[src/rtl/ddr_guard_pkg.sv]
package ddr_guard_pkg;

    // nanosecond minimums and clock periods in picoseconds
    localparam int NS_RCD   = 15;
    localparam int NS_RP    = 15;
    localparam int NS_RC    = 55;
    localparam int PS_SLOW  = 5000;
    localparam int PS_FAST  = 3750;

    function automatic int ceil_div(input int num, input int den);
        return (num + den - 1) / den;
    endfunction

    localparam int CYC_MAX = ceil_div(NS_RC * 1000, PS_FAST);
    localparam int TW      = $clog2(CYC_MAX + 1);

    typedef enum logic [1:0] {
        CMD_NOP  = 2'd0,
        CMD_ACT  = 2'd1,
        CMD_RDWR = 2'd2,
        CMD_PRE  = 2'd3
    } cmd_t;

    typedef struct packed {
        logic [TW-1:0] rcd;
        logic [TW-1:0] rp;
        logic [TW-1:0] rc;
    } tmg_t;

    typedef struct packed {
        logic          open;
        logic [TW-1:0] rcd_left;
        logic [TW-1:0] rp_left;
        logic [TW-1:0] rc_left;
    } bank_st_t;

    function automatic tmg_t grade_timing(input logic fast);
        tmg_t t;
        int   ps;
        ps    = fast ? PS_FAST : PS_SLOW;
        t.rcd = TW'(ceil_div(NS_RCD * 1000, ps));
        t.rp  = TW'(ceil_div(NS_RP * 1000, ps));
        t.rc  = TW'(ceil_div(NS_RC * 1000, ps));
        return t;
    endfunction

    function automatic logic [TW-1:0] tick_down(input logic [TW-1:0] v);
        return (v == '0) ? '0 : v - TW'(1);
    endfunction

endpackage

[src/rtl/ddr_bank_tracker.sv]
module ddr_bank_tracker
    import ddr_guard_pkg::*;
(
    input  logic clk,
    input  logic rst,
    input  logic hit,
    input  cmd_t kind,
    input  tmg_t tmg,
    output logic act_ok,
    output logic col_ok,
    output logic pre_ok,
    output logic illegal
);

    bank_st_t st, nxt;

    assign act_ok = !st.open && (st.rp_left == '0) && (st.rc_left == '0);
    assign col_ok = st.open && (st.rcd_left == '0);
    assign pre_ok = st.open;

    always_comb begin
        illegal = 1'b0;
        if (hit) begin
            case (kind)
                CMD_ACT:  illegal = !act_ok;
                CMD_RDWR: illegal = !col_ok;
                CMD_PRE:  illegal = !pre_ok;
                default:  illegal = 1'b0;
            endcase
        end
    end

    always_comb begin
        nxt          = st;
        nxt.rcd_left = tick_down(st.rcd_left);
        nxt.rp_left  = tick_down(st.rp_left);
        nxt.rc_left  = tick_down(st.rc_left);
        if (hit && !illegal) begin
            case (kind)
                CMD_ACT: begin
                    nxt.open     = 1'b1;
                    nxt.rcd_left = tmg.rcd;
                    nxt.rc_left  = tmg.rc;
                end
                CMD_PRE: begin
                    nxt.open    = 1'b0;
                    nxt.rp_left = tmg.rp;
                end
                default: ;
            endcase
        end
    end

    always_ff @(posedge clk) begin
        if (rst) st <= '0;
        else     st <= nxt;
    end

    // an accepted activate opens the row but blocks column access
    a_r4_act_blocks_col: assert property (@(posedge clk) disable iff (rst)
        (hit && kind == CMD_ACT && act_ok) |=> (!col_ok && pre_ok && !act_ok));

    // an accepted precharge closes the bank
    a_r6_pre_closes: assert property (@(posedge clk) disable iff (rst)
        (hit && kind == CMD_PRE && pre_ok) |=> (!act_ok && !pre_ok && !col_ok));

    // a rejected command leaves the open/closed state alone
    a_r7_illegal_keeps_state: assert property (@(posedge clk) disable iff (rst)
        illegal |=> (pre_ok == $past(pre_ok)));

endmodule

[src/rtl/ddr_refresh_timer.sv]
module ddr_refresh_timer #(
    parameter int N_SLOW = 1560,
    parameter int N_FAST = 2080,
    parameter int W      = 12
) (
    input  logic clk,
    input  logic rst,
    input  logic fast,
    input  logic hot,
    input  logic ack,
    output logic req
);

    logic [W-1:0] cnt;
    logic [W-1:0] base;
    logic [W-1:0] limit;
    logic         wrap;

    always_comb begin
        base  = fast ? W'(N_FAST) : W'(N_SLOW);
        limit = hot ? (base >> 1) : base;
        wrap  = (cnt >= limit - W'(1));
    end

    always_ff @(posedge clk) begin
        if (rst) begin
            cnt <= '0;
            req <= 1'b0;
        end else begin
            cnt <= wrap ? '0 : cnt + W'(1);
            if (wrap)     req <= 1'b1;
            else if (ack) req <= 1'b0;
        end
    end

    // request holds until acknowledged
    a_r9_req_sticky: assert property (@(posedge clk) disable iff (rst)
        (req && !ack) |=> req);

    // acknowledge clears when no new interval ends
    a_r9_ack_clears: assert property (@(posedge clk) disable iff (rst)
        (ack && !wrap) |=> !req);

    // request only rises at an interval end
    a_r8_rise_on_wrap: assert property (@(posedge clk) disable iff (rst)
        $rose(req) |-> $past(wrap));

endmodule

[src/rtl/ddr_bank_guard.sv]
module ddr_bank_guard
    import ddr_guard_pkg::*;
#(
    parameter int NUM_BANKS = 8,
    parameter int REF_NS    = 7800,
    localparam int BW       = $clog2(NUM_BANKS)
) (
    input  logic                 clk,
    input  logic                 rst,
    input  logic                 cmd_valid,
    input  logic [1:0]           cmd_kind,
    input  logic [BW-1:0]        cmd_bank,
    input  logic                 grade_fast,
    input  logic                 hot_mode,
    input  logic                 ref_ack,
    output logic [NUM_BANKS-1:0] act_ok,
    output logic [NUM_BANKS-1:0] col_ok,
    output logic [NUM_BANKS-1:0] pre_ok,
    output logic                 viol,
    output logic                 ref_req
);

    localparam int REF_SLOW = ceil_div(REF_NS * 1000, PS_SLOW);
    localparam int REF_FAST = ceil_div(REF_NS * 1000, PS_FAST);
    localparam int REF_W    = $clog2(REF_FAST + 1);

    cmd_t                 kind;
    tmg_t                 tmg;
    logic [NUM_BANKS-1:0] illegal;

    assign kind = cmd_t'(cmd_kind);
    assign tmg  = grade_timing(grade_fast);

    for (genvar b = 0; b < NUM_BANKS; b++) begin : g_bank
        logic hit;
        assign hit = cmd_valid && (cmd_bank == BW'(b));
        ddr_bank_tracker u_bank (
            .clk     (clk),
            .rst     (rst),
            .hit     (hit),
            .kind    (kind),
            .tmg     (tmg),
            .act_ok  (act_ok[b]),
            .col_ok  (col_ok[b]),
            .pre_ok  (pre_ok[b]),
            .illegal (illegal[b])
        );
    end

    always_ff @(posedge clk) begin
        if (rst) viol <= 1'b0;
        else     viol <= |illegal;
    end

    ddr_refresh_timer #(
        .N_SLOW (REF_SLOW),
        .N_FAST (REF_FAST),
        .W      (REF_W)
    ) u_refresh (
        .clk  (clk),
        .rst  (rst),
        .fast (grade_fast),
        .hot  (hot_mode),
        .ack  (ref_ack),
        .req  (ref_req)
    );

    // at most one bank reacts to a command
    a_r2_one_bank: assert property (@(posedge clk) disable iff (rst)
        $onehot0(illegal));

    // the flag only follows an issued command
    a_r7_viol_follows_cmd: assert property (@(posedge clk) disable iff (rst)
        viol |-> $past(cmd_valid));

endmodule

[config.mk]
export PLATFORM = sky130hd
export DESIGN_NAME = ddr_bank_guard
export DESIGN_NICKNAME = d
export VERILOG_FILES = /design/src/rtl/ddr_guard_pkg.sv /design/src/rtl/ddr_bank_tracker.sv /design/src/rtl/ddr_refresh_timer.sv /design/src/rtl/ddr_bank_guard.sv
export SDC_FILE = /design/constraint.sdc
export NUM_CORES = 1
export LEC_CHECK = 0
export BUFFER_PORTS_ARGS = -buffer_cell sky130_fd_sc_hd__buf_2
export CORE_MARGIN = 2
export CORE_UTILIZATION = 55
export CTS_CLUSTER_SIZE = 24
export DETAILED_ROUTE_END_ITERATION = 7
export GPL_TIMING_DRIVEN = 0
export PLACE_DENSITY = 0.84
export SLEW_MARGIN = 20
export SYNTH_ARGS = -nofsm -noshare
export SYNTH_HDL_FRONTEND = slang
export SYNTH_SLANG_ARGS = --single-unit
[constraint.sdc]
create_clock -name clk -period 2.65 [get_ports clk]
set_input_delay 0.265 -clock clk [delete_from_list [all_inputs] [get_ports clk]]
set_output_delay 0.265 -clock clk [all_outputs]
set_load 0.05 [all_outputs]
-- Word level (Yosys, flattened, before mapping)
Cells that the tools add are included.
- bits in registers: 118
- output and inout bits: 26
- word-level logic and storage cells: 265
- $add $sub $neg: 30
- div/mod/pow operators: 2
- $lt $le $gt $ge: 1
- equality and inequality tests: 10
- muxes and demuxes: 78
- reduce and logical (&&, ||, !) cells: 109
- operators with widths (operator ; number):
    2-to-1 mux 4 bit ; 48
    2-to-1 mux 12 bit ; 10
    zero test 4 bit ; 24
    subtractor 4 x 1 -> 4 bit (second input constant) ; 24
    divider 32 x 32 -> 32 bit ; 2
    logical AND 1 bit ; 40
    zero test 1 bit ; 32
    case mux 1 bit (3 select lines) ; 8
    subtractor 17 x 1 -> 18 bit (second input constant) ; 1
    adder 16 x 13 -> 17 bit (first input constant) ; 1
    AND reduction 2 bit ; 8
    subtractor 15 x 1 -> 16 bit (second input constant) ; 1
    adder 14 x 13 -> 15 bit (first input constant) ; 1
    2-to-1 mux 13 bit ; 1
    adder 12 x 1 -> 12 bit (second input constant) ; 1
    equality test 3 bit (second input constant) ; 4
    greater-or-equal comparator 12 bit ; 1
    subtractor 12 x 1 -> 12 bit (second input constant) ; 1
    2-to-1 mux 1 bit ; 10
    OR reduction 8 bit ; 1
    equality test 3 x 2 -> 1 bit (second input constant) ; 2
    equality test 2 bit (second input constant) ; 2
    nonzero test 2 bit ; 2
    equality test 3 x 1 -> 1 bit (second input constant) ; 1
    4 further kinds ; 4

-- Depth between registers and ports, before layout
Gate-level depths: netlist of the first run.
- depth in word-level cells: 9
- gate-level depth with buffers: 12
- mapped depth without buffers: 10

-- Cells and area by module
A second synthesis of the first run with hierarchy kept.
- cell total of the unflattened synthesis: 756
- area total of the unflattened synthesis: 6592.6 um2
- by module, submodules not included (module ; instances ; cells each ; area each (um2) ; sequential area each (um2)):
    ddr_bank_tracker ; 8 ; 81 ; 709.4 ; 260.2
    ddr_refresh_timer ; 1 ; 88 ; 797.0 ; 260.2
    ddr_bank_guard ; 1 ; 20 ; 120.1 ; 20.0

-- Worst setup path after synthesis of the first run
OpenSTA, ideal clock, no wires.
- kind: input to register
- start: in grade_fast
- end: reg u_refresh.cnt[10]
- library setup time: 0.065 ns
- arrival time: 2.293 ns
- data required time: 2.585 ns
- path slack: 0.292 ns
- cell stages on the path: 11
- buffers on the path: 3
- path through: clkbuf_1 inv_2 buf_2 ha_1 ha_1 a21o_1 a21oi_1 and2_1 a21bo_2 clkbuf_1 nor2_1
- cells in the longest elaborated chain, start to end: 5
- ends and longest elaborated chain (element ; RTL line ; text):
    start, declared ; ddr_bank_guard.sv:13 ; input logic grade_fast,
    2-to-1 mux 12 bit ; ddr_refresh_timer.sv:20 ; base = fast ? W'(N_FAST) : W'(N_SLOW);
    2-to-1 mux 12 bit ; ddr_refresh_timer.sv:21 ; limit = hot ? (base >> 1) : base;
    subtractor 12 x 1 -> 12 bit ; ddr_refresh_timer.sv:22 ; wrap = (cnt >= limit - W'(1));
    greater-or-equal comparator 12 bit ; ddr_refresh_timer.sv:22 ;
    OR reduction 2 bit (no line) ; -- ;
    end signal, assigned ; ddr_refresh_timer.sv:30 ; cnt <= wrap ? '0 : cnt + W'(1);
    end, declared ; ddr_refresh_timer.sv:14 ; logic [W-1:0] cnt;
No other way between the ends.
A chain may end at the register's enable or synchronous reset.

-- Final worst setup path of the first run
- start: in grade_fast
- end: reg u_refresh.cnt[11]
Same word-level chain as after synthesis.

==> results of run 1 <==
## per-layer routing
metal  vias up  track usage  wire length, µm  part of all wire
li1       2816            -                -                 -
met1      2751        0.325             6470              0.40
met2       259        0.468             7750              0.48
met3        60       0.0759             1220             0.076
met4         0        0.136              551             0.034
met5         -            0                0                 0
## power by group through the flow
| stage | logic (µW) | clock network (µW) | registers, µW |
|---|---|---|---|
| finish | 307 | 2110 | 1810 |
| global route | 327 | 2210 | 1810 |
| CTS | 301 | 2120 | 1810 |
| detailed placement | 300 | 0 | 1850 |
| global placement | 292 | 0 | 1850 |
| floorplan | 208 | 0 | 1850 |
## cell families (layout without fill, tap and decap cells)
logic type	count (synthesis)	after routing	share of synthesized area
AOI/OAI and AO/OA	179	179	0.194
xor gates and xnor gates	10	10	0.0144
adders and majority gates	16	16	0.0330
buffers and inverters	67	132	0.0593
DFF	118	118	0.389
muxes	7	7	0.0119
other	1	3	0.000617
and+or+nand+nor	347	347	0.298
## Yosys cell counts (4+ instances only)
cell type / n / area, µm²
ha_1: 16 / 200
dfxtp_1: 118 / 2360
o21ai_0: 48 / 240
nor3_1: 41 / 205
xnor2_1: 4 / 35.0
nand4_1: 8 / 50.1
o311ai_0: 10 / 87.6
nor4_1: 10 / 62.6
mux2i_1: 5 / 50.1
buf_4: 26 / 195
a311oi_1: 9 / 78.8
nor2_1: 106 / 398
nand3_1: 22 / 110
and3_1: 22 / 138
and2_1: 9 / 56.3
nand3b_1: 15 / 113
nand2_1: 62 / 233
inv_1: 12 / 45.0
a31oi_1: 16 / 100
nor4_2: 5 / 62.6
nor2b_1: 8 / 50.1
o21a_1: 4 / 30.0
o31ai_1: 6 / 45.0
or2_2: 7 / 43.8
xor2_1: 6 / 52.6
a21oi_1: 44 / 220
a211oi_1: 13 / 97.6
clkbuf_1: 16 / 60.1
buf_2: 8 / 40.0
nand2b_1: 6 / 37.5
## final cells by class
class                   instances  area share
clock buffers                  22      0.0677
clock inverters                 8      0.0108
multi-input cells             561       0.481
diodes                          1    0.000358
plain buffers                  52      0.0439
repair buffers                 36      0.0258
flip-flops and latches        118       0.338
inverters                      14     0.00753
well taps                     140      0.0251
## flip-flops by register name, indices dropped and copies added (netlist names)
name,flops
g_bank.u_bank.pre_ok,8
viol,1
u_refresh.req,1
g_bank.u_bank.st,96
u_refresh.cnt,12
## worst paths after layout
check | from | endpoint | slack, ns | cells after the start
max | grade_fast | u_refresh.cnt[11] | 0.17 | 12
min reg2reg | u_refresh.cnt[0] | u_refresh.cnt[0] | 0.45 | 1
min | ref_ack | u_refresh.req | 0.02 | 3
max reg2reg | u_refresh.cnt[5] | u_refresh.cnt[11] | 0.50 | 7
## stage by stage
| stage | hold WS, ns | std cells | power, µW | worst slack [ns] | cell area (µm²) |
|---|---|---|---|---|---|
| 6_report | 0.0154 | 952 | 4230 | 0.170 | 6980 |
| 5_1_grt | 0.0383 | 951 | 4350 | 0.0218 | 6980 |
| 4_1_cts | 0.0139 | 951 | 4240 | 0.182 | 6980 |
| 3_5_place_dp | 0.445 | 922 | 2150 | -0.652 | 6430 |
| 3_3_place_gp | 0.437 | 922 | 2140 | -0.576 | 6430 |
| 2_1_floorplan | 0.426 | 746 | 2060 | 0.292 | 6080 |
## critical path, stage by stage
cell	delay, ns
buf_2	0.21
inv_2	0.25
clkbuf_4	0.32
ha_1	0.21
nor2_1	0.06
ha_1	0.17
a21o_1	0.18
a211oi_1	0.36
o221ai_1	0.25
a21bo_2	0.25
clkbuf_1	0.23
nor2_1	0.17
## timing repair
action	4_1_cts	5_1_grt
setup endpoints to repair	10	6
gates resized for setup	0	1
buffers inserted	0	0
hold buffers	0	0
==> results.toml, run 1 <==
[finish]
fillers = 876
area_growth_pct = 15.0
final_core_utilization = 0.647
multi_input_area_mm2 = 0.00336
final_common_cell = "dfxtp_1"
final_cell_mix = "dfxtp_1, nor2_1, nand2_1"
drive_gt1_frac = 0.164
seqCellArea_mm2 = 0.00236
finalNetCount = 827

[routing]
vias_per_cell = 6.18
wl_per_cell_um = 16.8
vias = 5886
drt-initial-drc-count = 574
wl_um = 16000
drcViolationCount = 0
detail-route-antenna-nets = 0
dr.pass1.iters = 7

[place]
place_congestion = 0.894
dp_hpwl_um = 11100
io_buffers = 36

[critical_path]
worst_ep_arrival_time_ns = 2.94
endpoint_kind = "register"
criticalPathCategory = "input port to register"
critPathLaunchType = "input port"
cp_data_required_time_ns = 3.11
crit_fanout = 11

[floorplan]
dieWidth_um = 109
die_area_mm2 = 0.0119
ioPinCount = 37
fp-row-count = 38
initial_core_util = 0.563
core_mm2 = 0.0108
die_h_um = 109

[timing]
slew_headroom = 0.485
rsz0062_at_grt = "false"
fin_skew_ns = 0.00763
finalHoldViolCount = 0
finalSetupViolCount = 0
period_minus_slack_ns = 2.48
finalCritPeriodShare = 0.936
final_max_slew_viol_count = 0
max_freq_mhz = 403
tightest_slew_ns = 0.767
setup_tns_ns = 0

[synthesis]
syn_area_per_cell_um2 = 8.15
yosys_warnings = 0
synthArstFlopShare = 0
netlist_instances = 745
synth_seq_cells = 118
synth_edf_count = 0
ys_seq_area_frac = 0.389
synthFlopType = "dfxtp_1"
synth_area_mm2 = 0.00607
synth.distinct_cells = 70

[global_route]
grtUsageTotal = 0.278
grt_pass1_vias = 5503
grt_max_degree = 17
antenna_found_initial = 0
grt_pass1_wl_um = 25500
gr-total-overflow = 0

[clocking]
htree_levels = 4
cts_made_buffers = 17
insertion_delay_ns = 0.54
cts_tree = "yes"
cts.clk_slew.worst_paths_ns = 0.06
cts_sinks = 118
cts-root-buf = "clkbuf_8"
cts_buffer_depth = 2

[power_and_ir_drop]
ir_drop_v = 0.000333
pwr-share-seq = 0.428
p_comb_frac = 0.072
switching_share = 0.241
p_leak_uw = 0.00285
power_density_mw_per_mm2 = 606
p_int_uw = 3210
power_frac_clock = 0.499
switching_power_uw = 1020

[hold_path]
hp-class = "input port to register"

[run_status]
outcome = "completed"

[job]
cap_violations = 0
(Power assumes the default switching activity.)
==> inputs of run 2 (changes only) <==
SETUP_SLACK_MARGIN = 0.2   (was not set)
==> run 2 against run 1 <==
  * First-iteration DRC count fell by 4.4%
  * Combinational power barely moved
  * Clock-buffer cell count did not move
  * Global-route usage barely moved
  * Final area rose by 0.20%
  * Worst hold slack got worse by 0.0025 ns
  * Critical path type is now register to output port
==> results.toml, run 2 (synthesis gave the netlist of run 1 again) <==
[floorplan]
die_area_mm2 = 0.0119
initial_core_util = 0.563
dieWidth_um = 109
fp-row-count = 38
core_mm2 = 0.0108
ioPinCount = 37
die_h_um = 109

[place]
dp_hpwl_um = 11100
placed_cell_area_mm2 = 0.00643
io_buffers = 36
place_congestion = 0.894
placed_cells = 922

[routing]
drt-initial-drc-count = 549
drcViolationCount = 0
wl_per_cell_um = 16.7
detail-route-antenna-nets = 0
dr.pass1.iters = 5
vias_per_cell = 6.16
wl_um = 15900
vias = 5862

[global_route]
grt_max_degree = 17
gr-total-overflow = 0
grt_pass1_wl_um = 25500
grt_pass1_vias = 5510
grtUsageTotal = 0.277
antenna_found_initial = 0

[timing]
final_max_slew_viol_count = 0
slew_headroom = 0.466
finalSetupViolCount = 0
finalCritPeriodShare = 0.866
rsz0062_at_grt = "false"
period_minus_slack_ns = 2.29
tightest_slew_ns = 0.795
fin_skew_ns = 0.00776
max_freq_mhz = 436
holdWs_ns = 0.0128
finalHoldViolCount = 0

[power_and_ir_drop]
power_density_mw_per_mm2 = 605
p_leak_uw = 0.00286
ir_drop_v = 0.000333

[finish]
fin_area_mm2 = 0.00700
final_common_cell = "dfxtp_1"
fillers = 876
largest_reg_flops = 96
top_register = "g_bank.u_bank.st"
diodes = 0
final_cell_mix = "dfxtp_1, nor2_1, nand2_1"
area_growth_pct = 15.2
final_core_utilization = 0.648
finalNetCount = 828
drive_gt1_frac = 0.167
finalNonFillerCells = 952

[clocking]
cts_made_buffers = 17
cts-root-buf = "clkbuf_8"
htree_levels = 4
cts_buffer_depth = 2
insertion_delay_ns = 0.54
cts_sinks = 118
cts_hold_buffers = 0
cts.clk_slew.worst_paths_ns = 0.06
cts_tree = "yes"

[critical_path]
criticalPathCategory = "register to output port"
worst_ep_arrival_time_ns = 2.03
cp_data_required_time_ns = 2.38
endpoint_kind = "output port"
crit_fanout = 6
critPathLaunchType = "register"

[hold_path]
hp-class = "input port to register"

[run_status]
outcome = "completed"

[job]
cap_violations = 0
-- run 2: changes by cell type in the layout (fill, tap and decap cells not counted), sizes merged --
| cell | before | now |
|---|---|---|
| buf | 71 | 73 |
| diode | 1 | 0 |
| clkbuf | 39 | 38 |
-- run 2: routing by layer --
metal | wire [µm] | up-vias | part of all wire | GRT usage
met3 | 1140 | 55 | 0.072 | 0.0759
li1 | - | 2810 | - | -
met5 | 0 | - | 0 | 0
met4 | 533 | 0 | 0.033 | 0.136
met2 | 7730 | 238 | 0.48 | 0.465
met1 | 6530 | 2759 | 0.41 | 0.325
-- run 2: worst paths after layout --
check,from,endpoint,slack [ns],cells after the start
setup / recovery,g_bank[0].u_bank.st[8],col_ok[0],0.36,4
hold / removal,ref_ack,u_refresh.req,0.01,3
hold reg to reg,u_refresh.cnt[0],u_refresh.cnt[0],0.45,1
setup reg to reg,g_bank[1].u_bank.st[4],g_bank[1].u_bank.st[10],0.55,5
-- run 2: power by group --
group          total [µW]  switching [µW]  leakage (µW)  internal, µW
Combinational         309             212       0.00165          97.2
Sequential           1810            19.1      0.000952          1790
Clock                2110             789      0.000261          1320
Total                4230            1020       0.00286          3210
-- run 2: area by class of cell --
cell class / instances / area, µm² / area share
flip-flops and latches: 118 / 2360 / 0.338
clock inverters: 8 / 75.1 / 0.0107
inverters: 14 / 57.6 / 0.00823
repair buffers: 36 / 180 / 0.0258
plain buffers: 53 / 313 / 0.0447
clock buffers: 22 / 473 / 0.0676
multi-input cells: 561 / 3360 / 0.480
well taps: 140 / 175 / 0.0250
-- run 2: repair_timing --
action,in CTS,in global routing
buffers inserted,0,0
setup endpoints to repair,10,10
resized for setup,3,4
-- run 2: per-stage QoR --
step | total power, µW | setup WS (ns) | TNS [ns]
after floorplan | 2060 | 0.292 | 0
after CTS | 4240 | 0.214 | 0
after global placement | 2140 | -0.576 | -6.34
final | 4230 | 0.355 | 0
after detailed placement | 2150 | -0.652 | -7.21
after global routing | 4350 | 0.246 | 0
-- run 2: critical path, stage by stage, from the launching register on --
cell     delay (ns)
dfxtp_1        0.35
nor4_1         0.59
and2_1         0.21
buf_4          0.09
buf_2          0.24
==> inputs of run 3 (changes only) <==
ABC_AREA = 1   (was not set)
clock period = 2.15 ns   (was 2.65 ns; I/O delays follow)
==> run 3 against run 2 <==
  * Die area down 0.64%
  * Sequential power grew 28%
  * Combinational power increased to 2.8 times the previous value
  * Area after synthesis is 0.66% lower
  * Final cell count is 15% higher
  * Global-route usage is 2.4 points lower
  * Register-to-register slack lost 0.11 ns
  * Power is 33% higher
  * Clock power is 17% higher
  * Via count shrank 2.0%
  * First-iteration DRC count decreased by 12%
  * Setup slack worse by 0.072 ns
==> results.toml, run 3 <==
[finish]
finalNetCount = 968
area_growth_pct = 16.2
finalNonFillerCells = 1093
final_cell_mix = "nand2_1, nor2_1, inv_1"
final_common_cell = "nand2_1"
multi_input_area_mm2 = 0.00302
seqCellArea_mm2 = 0.00236
diodes = 0
top_register = "g_bank.u_bank.st"
drive_gt1_frac = 0.152
fillers = 951
largest_reg_flops = 96

[global_route]
grt_max_degree = 17
grtUsageTotal = 0.253
grt_pass1_wl_um = 23000
grt_pass1_vias = 5141
antenna_found_initial = 0
gr-total-overflow = 0

[floorplan]
die_h_um = 109
die_area_mm2 = 0.0118
dieWidth_um = 109
core_mm2 = 0.0108
fp-row-count = 38
ioPinCount = 37
initial_core_util = 0.559

[clocking]
cts_sinks = 118
cts_buffer_depth = 2
cts.clk_slew.worst_paths_ns = 0.05
cts-root-buf = "clkbuf_8"
htree_levels = 4
cts_setup_buffers = 0
cts_made_buffers = 17
cts_tree = "yes"
insertion_delay_ns = 0.53

[power_and_ir_drop]
p_comb_frac = 0.155
power_density_mw_per_mm2 = 805
p_int_uw = 4070
switching_share = 0.280
switching_power_uw = 1580
pwr-share-seq = 0.408
ir_drop_v = 0.000812
p_leak_uw = 0.00336
power_frac_clock = 0.437
p_total_uw = 5640

[synthesis]
netlist.top_cell.by_area = "dfxtp_1"
yosysTopAreaCellShare = 0.391
synth_seq_cells = 118
synth_area_mm2 = 0.00603
yosysMostFrequentCell = "nand2_1"
syn_area_per_cell_um2 = 6.82
netlist_instances = 885
ys_seq_area_frac = 0.391
synth_commonest_cells = "nand2_1, nor2_1, inv_1, dfxtp_1, a21oi_1"
synth_edf_count = 0
yosys_warnings = 0
synthArstFlopShare = 0
synth.distinct_cells = 39
synthFlopType = "dfxtp_1"
synth.area.top_cells = "dfxtp_1, nand2_1, nor2_1"

[routing]
wl_um = 14300
drt-initial-drc-count = 485
wl_per_cell_um = 13.1
detail-route-antenna-nets = 0
vias_per_cell = 5.26
drcViolationCount = 0
dr.pass1.iters = 5
vias = 5747

[hold_path]
hp-class = "input port to register"

[timing]
period_minus_slack_ns = 1.87
finalCritPeriodShare = 0.868
tightest_slew_ns = 0.828
fin_skew_ns = 0.0125
final_max_slew_viol_count = 0
max_freq_mhz = 536
setup_tns_ns = 0
finalHoldViolCount = 0
slew_headroom = 0.448
finalSetupViolCount = 0
rsz0062_at_grt = "true"

[critical_path]
criticalPathCategory = "register to output port"
path_cells = "nor2_1 > nand2_1 > nor2_1 > buf_4 > buf_4"
endpoint_kind = "output port"
crit_path_top_delay_cell = "dfxtp_1"
worst_ep_arrival_time_ns = 1.65
critPathLaunchType = "register"
crit_path_max_incr_delay_ns = 0.33
cp_data_required_time_ns = 1.93
crit_fanout = 4

[job]
cap_violations = 0

[place]
io_buffers = 35
placed_cells = 1061
dp_hpwl_um = 9840
place_congestion = 0.926

[run_status]
outcome = "completed"
## run 3: kinds of logic after synthesis
| group | after synthesis | share of synthesized area |
|---|---|---|
| XOR/XNOR | 9 | 0.0131 |
| other | 1 | 0.000621 |
| AND/OR/NAND/NOR | 423 | 0.305 |
| adder cells (fa/ha/maj) | 16 | 0.0332 |
| AO/OA/AOI/OAI | 154 | 0.137 |
| buffers and inverters | 164 | 0.119 |
| flip-flops | 118 | 0.391 |
## run 3: stage by stage
stage	utilization	setup WS (ns)	area [µm²]	hold slack (ns)
after CTS	0.643	0.187	6940	0.0225
after detailed placement	0.592	-0.280	6390	0.441
after global placement	0.592	-0.271	6390	0.430
final	0.650	0.283	7010	0.0370
after global routing	0.650	0.144	7010	0.0392
after floorplan	-	0.279	6040	0.400
## run 3: cell type report
cell class | count | share of cell area
Timing Repair Buffer | 36 | 0.0314
Sequential cell | 118 | 0.337
Clock buffer | 27 | 0.0701
Buffer | 40 | 0.0366
Clock inverter | 4 | 0.00285
Inverter | 124 | 0.0669
Tap cell | 140 | 0.0250
Multi-Input combinational cell | 604 | 0.430
## run 3: repair_timing
item	4_1_cts	5_1_grt
gates resized for setup	10	26
endpoints found under the hold margin	1	0
setup endpoints to repair	8	25
hold buffers	1	0
## run 3: power by group through the flow
stage          clock network, µW  registers, µW  logic [µW]
4_1_cts                     2500           2300         851
3_3_place_gp                   0           2340         805
6_report                    2470           2310         873
2_1_floorplan                  0           2340         640
5_1_grt                     2610           2310         961
3_5_place_dp                   0           2340         815
## run 3: critical path, delay by kind of cell (launching register included)
family / cells / cell delay, ns
DFF: 1 / 0.33
buffers and inverters: 2 / 0.31
and+or+nand+nor: 3 / 0.49
## run 3: routing by layer
layer	GRT usage	vias to the layer above	part of all wire
met5	0	-	0
met4	0.103	0	0.021
met3	0.0652	33	0.061
met2	0.421	171	0.48
met1	0.312	2613	0.44
li1	-	2930	-
## run 3: final timing paths
path / slack [ns] / start / cells past startpoint / end
max: 0.28 / g_bank[6].u_bank.st[0] / 5 / act_ok[6]
min: 0.04 / rst / 3 / g_bank[2].u_bank.st[5]
max reg2reg: 0.44 / u_refresh.cnt[0] / 8 / u_refresh.cnt[10]
min reg2reg: 0.45 / u_refresh.cnt[0] / 1 / u_refresh.cnt[0]
